`src/rtl/fsh_pkg.sv`:
```
package fsh_pkg;
    localparam int unsigned OP_W  = 32;
    localparam int unsigned CNT_W = 8;

    typedef struct packed {
        logic            vld;
        logic            we;
        logic [OP_W-1:0] res;
        logic            cf;
        logic            sf;
        logic            zf;
        logic            pf;
    } fsh_state_t;
endpackage

```
`src/rtl/fsh_funnel.sv`:
```
module fsh_funnel #(
    parameter int unsigned W = 32
) (
    input  logic                 size32,
    input  logic [W-1:0]         hi,
    input  logic [W-1:0]         lo,
    input  logic [$clog2(W)-1:0] amt,
    output logic [W-1:0]         res,
    output logic                 cout
);
    localparam int unsigned HALF = W / 2;
    localparam int unsigned EW   = 2 * W + 1;

    logic [EW-1:0] ext;
    logic [EW-1:0] sh;
    logic [W-1:0]  raw;

    // A guard bit below the joined value catches the last bit shifted out.
    always_comb begin
        if (size32) ext = {hi, lo, 1'b0};
        else        ext = {{W{1'b0}}, hi[HALF-1:0], lo[HALF-1:0], 1'b0};
        sh   = ext >> amt;
        raw  = sh[W:1];
        cout = sh[0];
        res  = size32 ? raw : {{HALF{1'b0}}, raw[HALF-1:0]};
    end
endmodule

```
`src/rtl/fsh_flags.sv`:
```
module fsh_flags #(
    parameter int unsigned W = 32
) (
    input  logic         size32,
    input  logic [W-1:0] res,
    output logic         sf,
    output logic         zf,
    output logic         pf
);
    localparam int unsigned HALF = W / 2;

    always_comb begin
        sf = size32 ? res[W-1] : res[HALF-1];
        zf = (res == '0);
        pf = ~^res[7:0];
    end
endmodule

```
`src/rtl/fsh_right_top.sv`:
```
module fsh_right_top
    import fsh_pkg::*;
(
    input  logic             clk,
    input  logic             rst_n,
    input  logic             in_valid,
    input  logic             size32,
    input  logic [OP_W-1:0]  op_lo,
    input  logic [OP_W-1:0]  op_hi,
    input  logic [CNT_W-1:0] cnt_in,
    output logic             out_valid,
    output logic [OP_W-1:0]  result,
    output logic             cf,
    output logic             sf,
    output logic             zf,
    output logic             pf,
    output logic             of,
    output logic             af,
    output logic             flags_we
);
    localparam int unsigned AMT_W = $clog2(OP_W);

    fsh_state_t       st_d, st_q;
    logic [AMT_W-1:0] amt;
    logic [OP_W-1:0]  sh_res;
    logic             sh_cf, n_sf, n_zf, n_pf;

    assign amt = cnt_in[AMT_W-1:0];

    fsh_funnel #(.W(OP_W)) u_funnel (
        .size32 (size32),
        .hi     (op_hi),
        .lo     (op_lo),
        .amt    (amt),
        .res    (sh_res),
        .cout   (sh_cf)
    );

    fsh_flags #(.W(OP_W)) u_flags (
        .size32 (size32),
        .res    (sh_res),
        .sf     (n_sf),
        .zf     (n_zf),
        .pf     (n_pf)
    );

    always_comb begin
        st_d     = st_q;
        st_d.vld = in_valid;
        st_d.we  = 1'b0;
        if (in_valid) begin
            st_d.res = sh_res;
            if (amt != '0) begin
                st_d.we = 1'b1;
                st_d.cf = sh_cf;
                st_d.sf = n_sf;
                st_d.zf = n_zf;
                st_d.pf = n_pf;
            end
        end
    end

    always_ff @(posedge clk) begin
        if (!rst_n) st_q <= '0;
        else        st_q <= st_d;
    end

    assign out_valid = st_q.vld;
    assign result    = st_q.res;
    assign cf        = st_q.cf;
    assign sf        = st_q.sf;
    assign zf        = st_q.zf;
    assign pf        = st_q.pf;
    assign flags_we  = st_q.we;
    assign of        = 1'b0;
    assign af        = 1'b0;
endmodule

```
`config.mk`:
```
export PLATFORM = sky130hd
export DESIGN_NAME = fsh_right_top
export DESIGN_NICKNAME = d
export VERILOG_FILES = /design/src/rtl/fsh_pkg.sv /design/src/rtl/fsh_funnel.sv /design/src/rtl/fsh_flags.sv /design/src/rtl/fsh_right_top.sv
export SDC_FILE = /design/constraint.sdc
export NUM_CORES = 1
export LEC_CHECK = 0
export CORE_ASPECT_RATIO = 0.7
export CORE_MARGIN = 1
export CORE_UTILIZATION = 54
export CTS_BUF_LIST = sky130_fd_sc_hd__clkbuf_8
export DETAILED_ROUTE_END_ITERATION = 12
export PLACE_DENSITY_LB_ADDON = 0.12
export SYNTH_ARGS = -nofsm -noshare
export SYNTH_HDL_FRONTEND = slang
export SYNTH_HIERARCHICAL = 1
export SYNTH_SLANG_ARGS = --single-unit
```
`constraint.sdc`:
```
create_clock -name clk -period 3.4 [get_ports clk]
set_input_delay 0.34 -clock clk [delete_from_list [all_inputs] [get_ports clk]]
set_output_delay 0.34 -clock clk [all_outputs]
set_load 0.01 [all_outputs]
```
# --- Word-level counts from Yosys, hierarchy flattened ---
# Cells that the tools add are included.
word_totals:
  register_bits: 38
  input_bits: 76
  out_inout_bits: 40
classes:
  shift: 1
  mux: 4
  reduce_logical: 5
ops:
  columns: ["operator", "n"]
  rows:
  - ["two-way mux 65 bit", 1]
  - [">> shifter 65 x 5 -> 33 bit", 1]
  - ["logical NOT 32 bit", 1]
  - ["two-way mux 32 bit", 1]
  - ["XNOR reduction 8 bit", 1]
  - ["nonzero test 5 bit", 1]
  - ["AND reduction 2 bit", 2]
  - ["two-way mux 1 bit", 2]

# --- Depth between registers and ports, before layout ---
# Gate-level depths: netlist (run 1).
logic_depth:
  depth_word: 4
  depth_mapped: 16

# --- Cells and area by module ---
# The synthesis (run 1) kept the hierarchy.
by_module_without_submodules:
  columns: ["mod", "instances", "cells_per_inst", "area_each_um2", "seq_area_each_um2"]
  rows:
  - ["fsh_funnel", 1, 476, 3564.7, 0.0]
  - ["fsh_right_top", 1, 140, 1575.3, 760.7]
  - ["fsh_flags", 1, 26, 206.4, 0.0]

# --- Least setup slack after synthesis (run 1) ---
# No wires, ideal clock.
synth_path:
  path_kind: "input to register"
  startpoint: "input port cnt_in[0]"
  endpoint: "register st_q (netlist bit pf)"
  arrival_ps: 2704
  slack_ps: 562
  cell_stages: 14
  cell_sequence: "buf_6 buf_12 mux2i_1 a222oi_1 nor2_1 a221o_1 a211o_1 o21ai_0 inv_1 ha_1 xnor2_1 xnor2_1 a41oi_1 o211ai_1"
synth_via:
  elab_chain_cells: 3
  elab_cells_between_ends: 5
synth_lines:
  columns: ["element", "line_no", "rtl"]
  rows:
  - ["from (decl)", "fsh_right_top.sv:10", "input logic [CNT_W-1:0] cnt_in,"]
  - [">> shifter 65 x 5 -> 33 bit", "fsh_funnel.sv:22", "sh = ext >> amt;"]
  - ["two-way mux 32 bit", "fsh_funnel.sv:25", "res = size32 ? raw : {{HALF{1'b0}}, raw[HALF-1:0]};"]
  - ["via sh_res[6]", "fsh_right_top.sv:25", "logic [OP_W-1:0] sh_res;"]
  - ["XNOR reduction 8 bit", "fsh_flags.sv:15", "pf = ~^res[7:0];"]
  - ["via n_pf", "fsh_right_top.sv:26", "logic sh_cf, n_sf, n_zf, n_pf;"]
  - ["to (signal assigned)", "fsh_right_top.sv:65", "else st_q <= st_d;"]
  - ["to (decl)", "fsh_right_top.sv:23", "fsh_state_t st_d, st_q;"]
# The timed path passes the listed nets, and every way through them passes these cells.
# A chain may end at the register's enable or synchronous reset.

# --- Final worst setup path (run 1) ---
layout_path:
  startpoint: "input port op_hi[1]"
  endpoint: "register st_q (netlist bit zf)"
layout_via:
  elab_chain_cells: 4
layout_lines:
  columns: ["element", "line_no", "rtl"]
  rows:
  - ["from (decl)", "fsh_right_top.sv:9", "input logic [OP_W-1:0] op_hi,"]
  - ["two-way mux 65 bit", "fsh_funnel.sv:20", "if (size32) ext = {hi, lo, 1'b0};"]
  - [">> shifter 65 x 5 -> 33 bit", "fsh_funnel.sv:22", null]
  - ["two-way mux 32 bit", "fsh_funnel.sv:25", null]
  - ["via sh_res[5]", "fsh_right_top.sv:25", null]
  - ["logical NOT 32 bit", "fsh_flags.sv:14", "zf = (res == '0);"]
  - ["via n_zf", "fsh_right_top.sv:26", null]
# The timed path passes the listed nets, and every way through them passes these cells.

==> results.tsv, run 1 <==
stage	metric	value	unit
run_status	status	complete, no violations	
worst_setup_path	flop2flop setup slack	2410	ps
clocking	CTS max path bufs	2	
clocking	H-tree depth	2	
min_path	Hold/Removal Path Class	flip-flop to flip-flop	
grt	GRT Util Overall	39.2	%
power_and_ir_drop	PwrDens	284	nW/um^2
worst_setup_path	Worst Path Required	3620	ps
die	std cell rows	29	
synthesis	EDFF count, synth	0	
worst_setup_path	Setup crit end kind	flip-flop	
finish	post-layout net count	880	
synthesis	Cell variety after synth	69	
sta	final critical-path share of the clock period	98.6	%
sta	final hold viol count	0	
synthesis	post-synthesis sequential element count	38	
synthesis	ys flop type	dfxtp_1	
placement	GP Congestion	0.987	
synthesis	YS warnings	6	
sta	maximum clock rate	298	MHz
placement	dpl hpwl	16000	um
detailed_routing	DRT Pass-1 Iters	8	
grt	grt ovf	0	
die	Die Wd	121	um
grt	first-pass GRT wire length	31100	um
detailed_routing	WL per Instance	22.1	um
detailed_routing	total number of vias	6085	
worst_setup_path	Worst Path Max Fanout	3	
sta	setup TNS	0	ps
sta	Max-slew headroom	49.7	%
finish	most frequent cells in the layout	clkdlybuf4s50_1 (100), mux2i_1 (97), buf_4 (96), nand2_1 (65), mux2_2 (42)	
clocking	CTS Sinks	38	
finish	Fillers	656	
detailed_routing	Post-Route WL	20500	um
die	I/O pin count	116	
sta	hold_ws	527	ps
synthesis	post-synthesis sequential area ratio	14.2	%
sta	clock period minus final worst setup slack	3350	ps
synthesis	asr flop ratio synth	0	%
worst_setup_path	CP Launch Type	input port	
detailed_routing	Final ANT Viol Nets	0	
synthesis	Synth Cell Area	5350	um^2
die	die height	85.3	um
clocking	Worst-path clk slew	80	ps
clocking	CTS tree	done	
die	area of the core	9330	um^2
detailed_routing	Residual DRC	0	
die	initial core utilization	57.3	%
grt	initial antenna violation count	0	
sta	worst slew pin tran	746	ps
sta	final setup violation count	0	
die	Die Area	10300	um^2
sta	Slew Viols, Final	0	
detailed_routing	Via density	6.59	
clocking	Clock Latency Late Sink	300	ps
worst_setup_path	crit path DAT	3570	ps
grt	largest net degree at the start of global routing	72	
power_and_ir_drop	Max IR drop VDD	0.000324	V
placement	port buffer count	109	
finish	Antenna diodes	0	
finish	commonest non-fill, non-tap cell in the layout	clkdlybuf4s50_1	
sta	skew final	0	ps
grt	vias in the first global route	5730	
run	max-cap violations	0	
clocking	cts bufs inserted	5	
detailed_routing	Iteration-0 DRC Markers	871	
finish	share of layout cells above drive strength 1	25.5	%
finish	Area Growth Syn to Fin	35.3	%
clocking	clock root buffer	clkbuf_8	
synthesis	syn avg cell area	8.33	um^2
power_and_ir_drop	leakage power	0.00302	uW
synthesis	synthesized instance count	642	
worst_setup_path	Crit Path Category	input port to flip-flop	
-- metrics by stage --
step	cells	utilization (%)	area, um^2	setup slack [ps]	total power [uW]
6_report	924	77.6	7230	47.1	2050
5_1_grt	924	77.6	7230	-77.6	2140
4_1_cts	923	76.4	7130	1.61	1960
3_3_place_gp	915	75.4	7030	-291	1630
3_5_place_dp	915	75.4	7030	-393	1650
2_1_floorplan	643	-	5350	562	1140
-- metal layers --
layer	GRT usage, %	wire (um)	part of all wire, %	vias up
met3	14.2	2650	13	45
met1	53.2	8670	42	2876
met2	59.1	8730	43	415
met5	0	0	0	-
li1	-	-	-	2749
met4	9.09	402	2.0	0
-- state kept, by name, summed over array words and instances (netlist names) --
| signal | flops |
|---|---|
| out_valid | 1 |
| result | 32 |
| pf | 1 |
| flags_we | 1 |
| sf | 1 |
| cf | 1 |
| zf | 1 |
-- path summary, 6_finish.rpt --
check	from	end	cells after the start
max	op_hi[1]	zf	16
max reg2reg	zf	zf	3
min	result[8]	result[8]	2
min reg2reg	result[8]	result[8]	2
-- power breakdown --
part / switching (uW) / internal [uW]
clock: 169 / 138
sequential: 21.0 / 481
combinational: 634 / 612
-- synth_stat cells (5+ instances only) --
master,n,area [um^2]
dfxtp_1,38,761
mux2i_1,100,1000
o22a_1,5,43.8
o221ai_1,6,52.6
buf_2,20,100
o211ai_1,19,143
buf_6,8,90.1
o21ai_0,24,120
nand2_1,66,248
a221oi_1,6,52.6
mux4_2,21,473
clkbuf_1,20,75.1
a211oi_1,9,67.6
o22ai_1,22,138
buf_4,7,52.6
nand4_1,5,31.3
nand3_1,14,70.1
nor2_1,42,158
a21oi_1,29,145
mux2_2,42,473
inv_1,10,37.5
nor2b_1,39,244
-- layout make-up --
type                    instances  area, um^2  share of cell area (%)
flip-flops and latches         38         761                    10.5
repair buffers                210        1900                    26.3
inverters                      14        52.6                   0.726
clock inverters                 2        10.0                   0.138
clock buffers                   5        68.8                   0.951
multi-input cells             531        4280                    59.2
well taps                     124         155                    2.14
-- what timing repair did --
action	in CTS	in global routing
cloned	0	0
setup buffers	1	1
gates resized for setup	4	21
endpoints found under the setup margin	2	2
pin swaps	1	3
hold buffers	0	0
-- worst max-delay path: stages --
cell,delay (ps)
clkdlybuf4s50_1,460
buf_4,170
mux2_2,320
or3_1,320
nand3_1,190
a211oi_1,110
a211oi_1,370
a21oi_2,80
inv_1,80
ha_1,200
nor4b_2,260
buf_4,150
nand3_1,80
nor2_2,140
a41oi_1,160
o211ai_1,150
-- logic make-up (layout without fill, tap and decap cells) --
group | count (synthesis) | after routing | synth area share [%]
AOI/OAI and AO/OA | 161 | 161 | 20.8
xor gates and xnor gates | 3 | 3 | 0.492
adders and majority gates | 4 | 4 | 0.936
buffers and inverters | 74 | 231 | 7.58
DFF | 38 | 38 | 14.2
muxes | 165 | 165 | 37.4
other | 1 | 2 | 0.0701
and+or+nand+nor | 196 | 196 | 18.5
Note: power is estimated with default switching activity, not from simulation.
==> inputs of run 2 (changes only) <==
- CORE_UTILIZATION: 54 -> 65
- DONT_BUFFER_PORTS: not set -> 1
==> results.tsv, run 2 (synthesis gave the netlist of run 1 again) <==
stage	metric	value	unit	change
sta	final hold viol count	0		unchanged
power_and_ir_drop	leakage power	0.00211	uW	-30%
finish	post-layout net count	682		-23%
finish	Fillers	693		+5.6%
sta	RSZ-0062 raised after global routing	false		
clocking	CTS Hold Bufs	0		unchanged
detailed_routing	WL per Instance	25.0	um	+13%
grt	vias in the first global route	4838		-16%
die	std cell rows	27		-6.9%
finish	share of layout cells above drive strength 1	15.4	%	-10 points
detailed_routing	Via density	7.42		+13%
worst_setup_path	Crit Path Category	input port to flip-flop		
placement	port buffer count	0		-100%
clocking	Clock Latency Late Sink	290	ps	about the same
worst_setup_path	Setup crit start	cnt_in[0]		
sta	final critical-path share of the clock period	89.5	%	-9.1 points
die	I/O pin count	116		unchanged
worst_setup_path	CP Launch Type	input port		
sta	final setup violation count	0		unchanged
worst_setup_path	FF-to-FF Start	zf		
detailed_routing	Post-Route WL	17600	um	-14%
sta	Slew Viols, Final	0		unchanged
detailed_routing	Final ANT Viol Nets	0		unchanged
placement	GP Congestion	0.986		about the same
run	max-cap violations	0		unchanged
detailed_routing	Iteration-0 DRC Markers	756		-13%
detailed_routing	total number of vias	5221		-14%
clocking	CTS resizes	0		-4
sta	skew final	0	ps	unchanged
grt	initial antenna violation count	0		unchanged
detailed_routing	Met2 Wirelength	7160	um	-18%
clocking	CTS max path bufs	2		unchanged
detailed_routing	Residual DRC	0		unchanged
worst_setup_path	crit path DAT	3270	ps	-300 ps
clocking	cts bufs inserted	5		unchanged
sta	setup TNS	0	ps	unchanged
die	initial core utilization	67.6	%	+10 points
finish	Antenna diodes	0		unchanged
die	die height	77.9	um	-8.6%
detailed_routing	metal3 WL	2420	um	-8.9%
grt	first-pass GRT wire length	26600	um	-15%
grt	largest net degree at the start of global routing	74		+2.8%
worst_setup_path	Worst Path Required	3620	ps	about the same
die	Die Area	8600	um^2	-17%
sta	maximum clock rate	329	MHz	+10%
power_and_ir_drop	Power Total	1650	uW	-20%
run_status	status	complete, no violations		
sta	Max-slew headroom	50.0	%	+0.32 points
worst_setup_path	Worst Path Max Fanout	73		+70
grt	grt ovf	0		unchanged
clocking	post-CTS setup buffer count	0		-1
placement	dpl hpwl	13500	um	-15%
min_path	Hold/Removal Path Class	input port to flip-flop		
sta	hold_ws	173	ps	-354 ps
clocking	H-tree depth	2		unchanged
finish	most frequent cells in the layout	mux2i_1 (100), nand2_1 (66), nor2_1 (42), mux2_2 (42), nor2b_1 (39)		
detailed_routing	routed metal-1 wire length	7630	um	-12%
detailed_routing	DRT Pass-1 Iters	6		-2
grt	GRT Util Overall	39.6	%	+0.33 points
die	Die Wd	110	um	-8.7%
detailed_routing	uppermost layer routed	met4		
clocking	CTS tree	done		
finish	max reg flops	32		unchanged
worst_setup_path	Setup crit end kind	flip-flop		
finish	Area Growth Syn to Fin	-0.421	%	
die	area of the core	7910	um^2	-15%
sta	worst slew pin tran	742	ps	-4.78 ps
min_path	Worst Min Path Start	rst_n		
clocking	Worst-path clk slew	70	ps	about the same
sta	clock period minus final worst setup slack	3040	ps	-309 ps
clocking	CTS Sinks	38		unchanged
clocking	clock root buffer	clkbuf_8		
power_and_ir_drop	Max IR drop VDD	0.000305	V	-6.0%
power_and_ir_drop	PwrDens	310	nW/um^2	+9.2%
finish	commonest non-fill, non-tap cell in the layout	mux2i_1		
run 2: cell count changes in the layout (fill, tap and decap cells not counted), sizes merged:
cell	before	now
clkinvlp	0	1
clkinv	3	1
inv	13	14
dlymetal6s2s	4	0
clkdlybuf4s50	100	0
bufinv	0	1
buf	106	12
run 2: final cells by class:
type / instances / area (um^2) / area share, %
multi-input combinational: 531 / 4180 / 78.6
sequential: 38 / 761 / 14.3
tap: 101 / 126 / 2.37
timing repair buffer: 12 / 90.1 / 1.69
clock buffer: 5 / 68.8 / 1.29
inverter: 14 / 52.6 / 0.987
clock inverter: 3 / 41.3 / 0.776
run 2: worst max-delay path, stage by stage:
cell and delay, ps:
mux2i_1 350, o22ai_1 200, a221oi_2 350, mux2i_1 180, a221oi_1 500, o21ai_1 180
inv_1 90, ha_1 230, xnor2_1 140, xnor2_1 360, a41oi_1 190, o211ai_1 110
run 2: stage by stage:
step                      cell area [um^2]  setup WS, ps  instances  util (%)
after floorplan                       5350           562        643         -
after global placement                5210           344        696      66.0
after detailed placement              5210           274        696      66.0
after CTS                             5320           579        704      67.3
after global routing                  5320           195        704      67.3
final                                 5320           356        704      67.3
run 2: routing by layer:
layer  vias up  GRT usage [%]
met4         0           8.00
met1      2478           54.5
met5         -              0
li1       2347              -
met3        47           15.1
met2       349           58.6
run 2: path summary, 6_finish.rpt:
kind	cells past startpoint	slack, ps	to
min reg2reg	2	560	sf
max	12	360	pf
max reg2reg	3	2460	zf
min	1	170	result[22]
run 2: report_power, final:
part           internal, uW  leakage (uW)  switching, uW  total, uW
Combinational           334       0.00174            415        749
Sequential              481      0.000312           42.2        524
Clock                   216     0.0000556            163        379
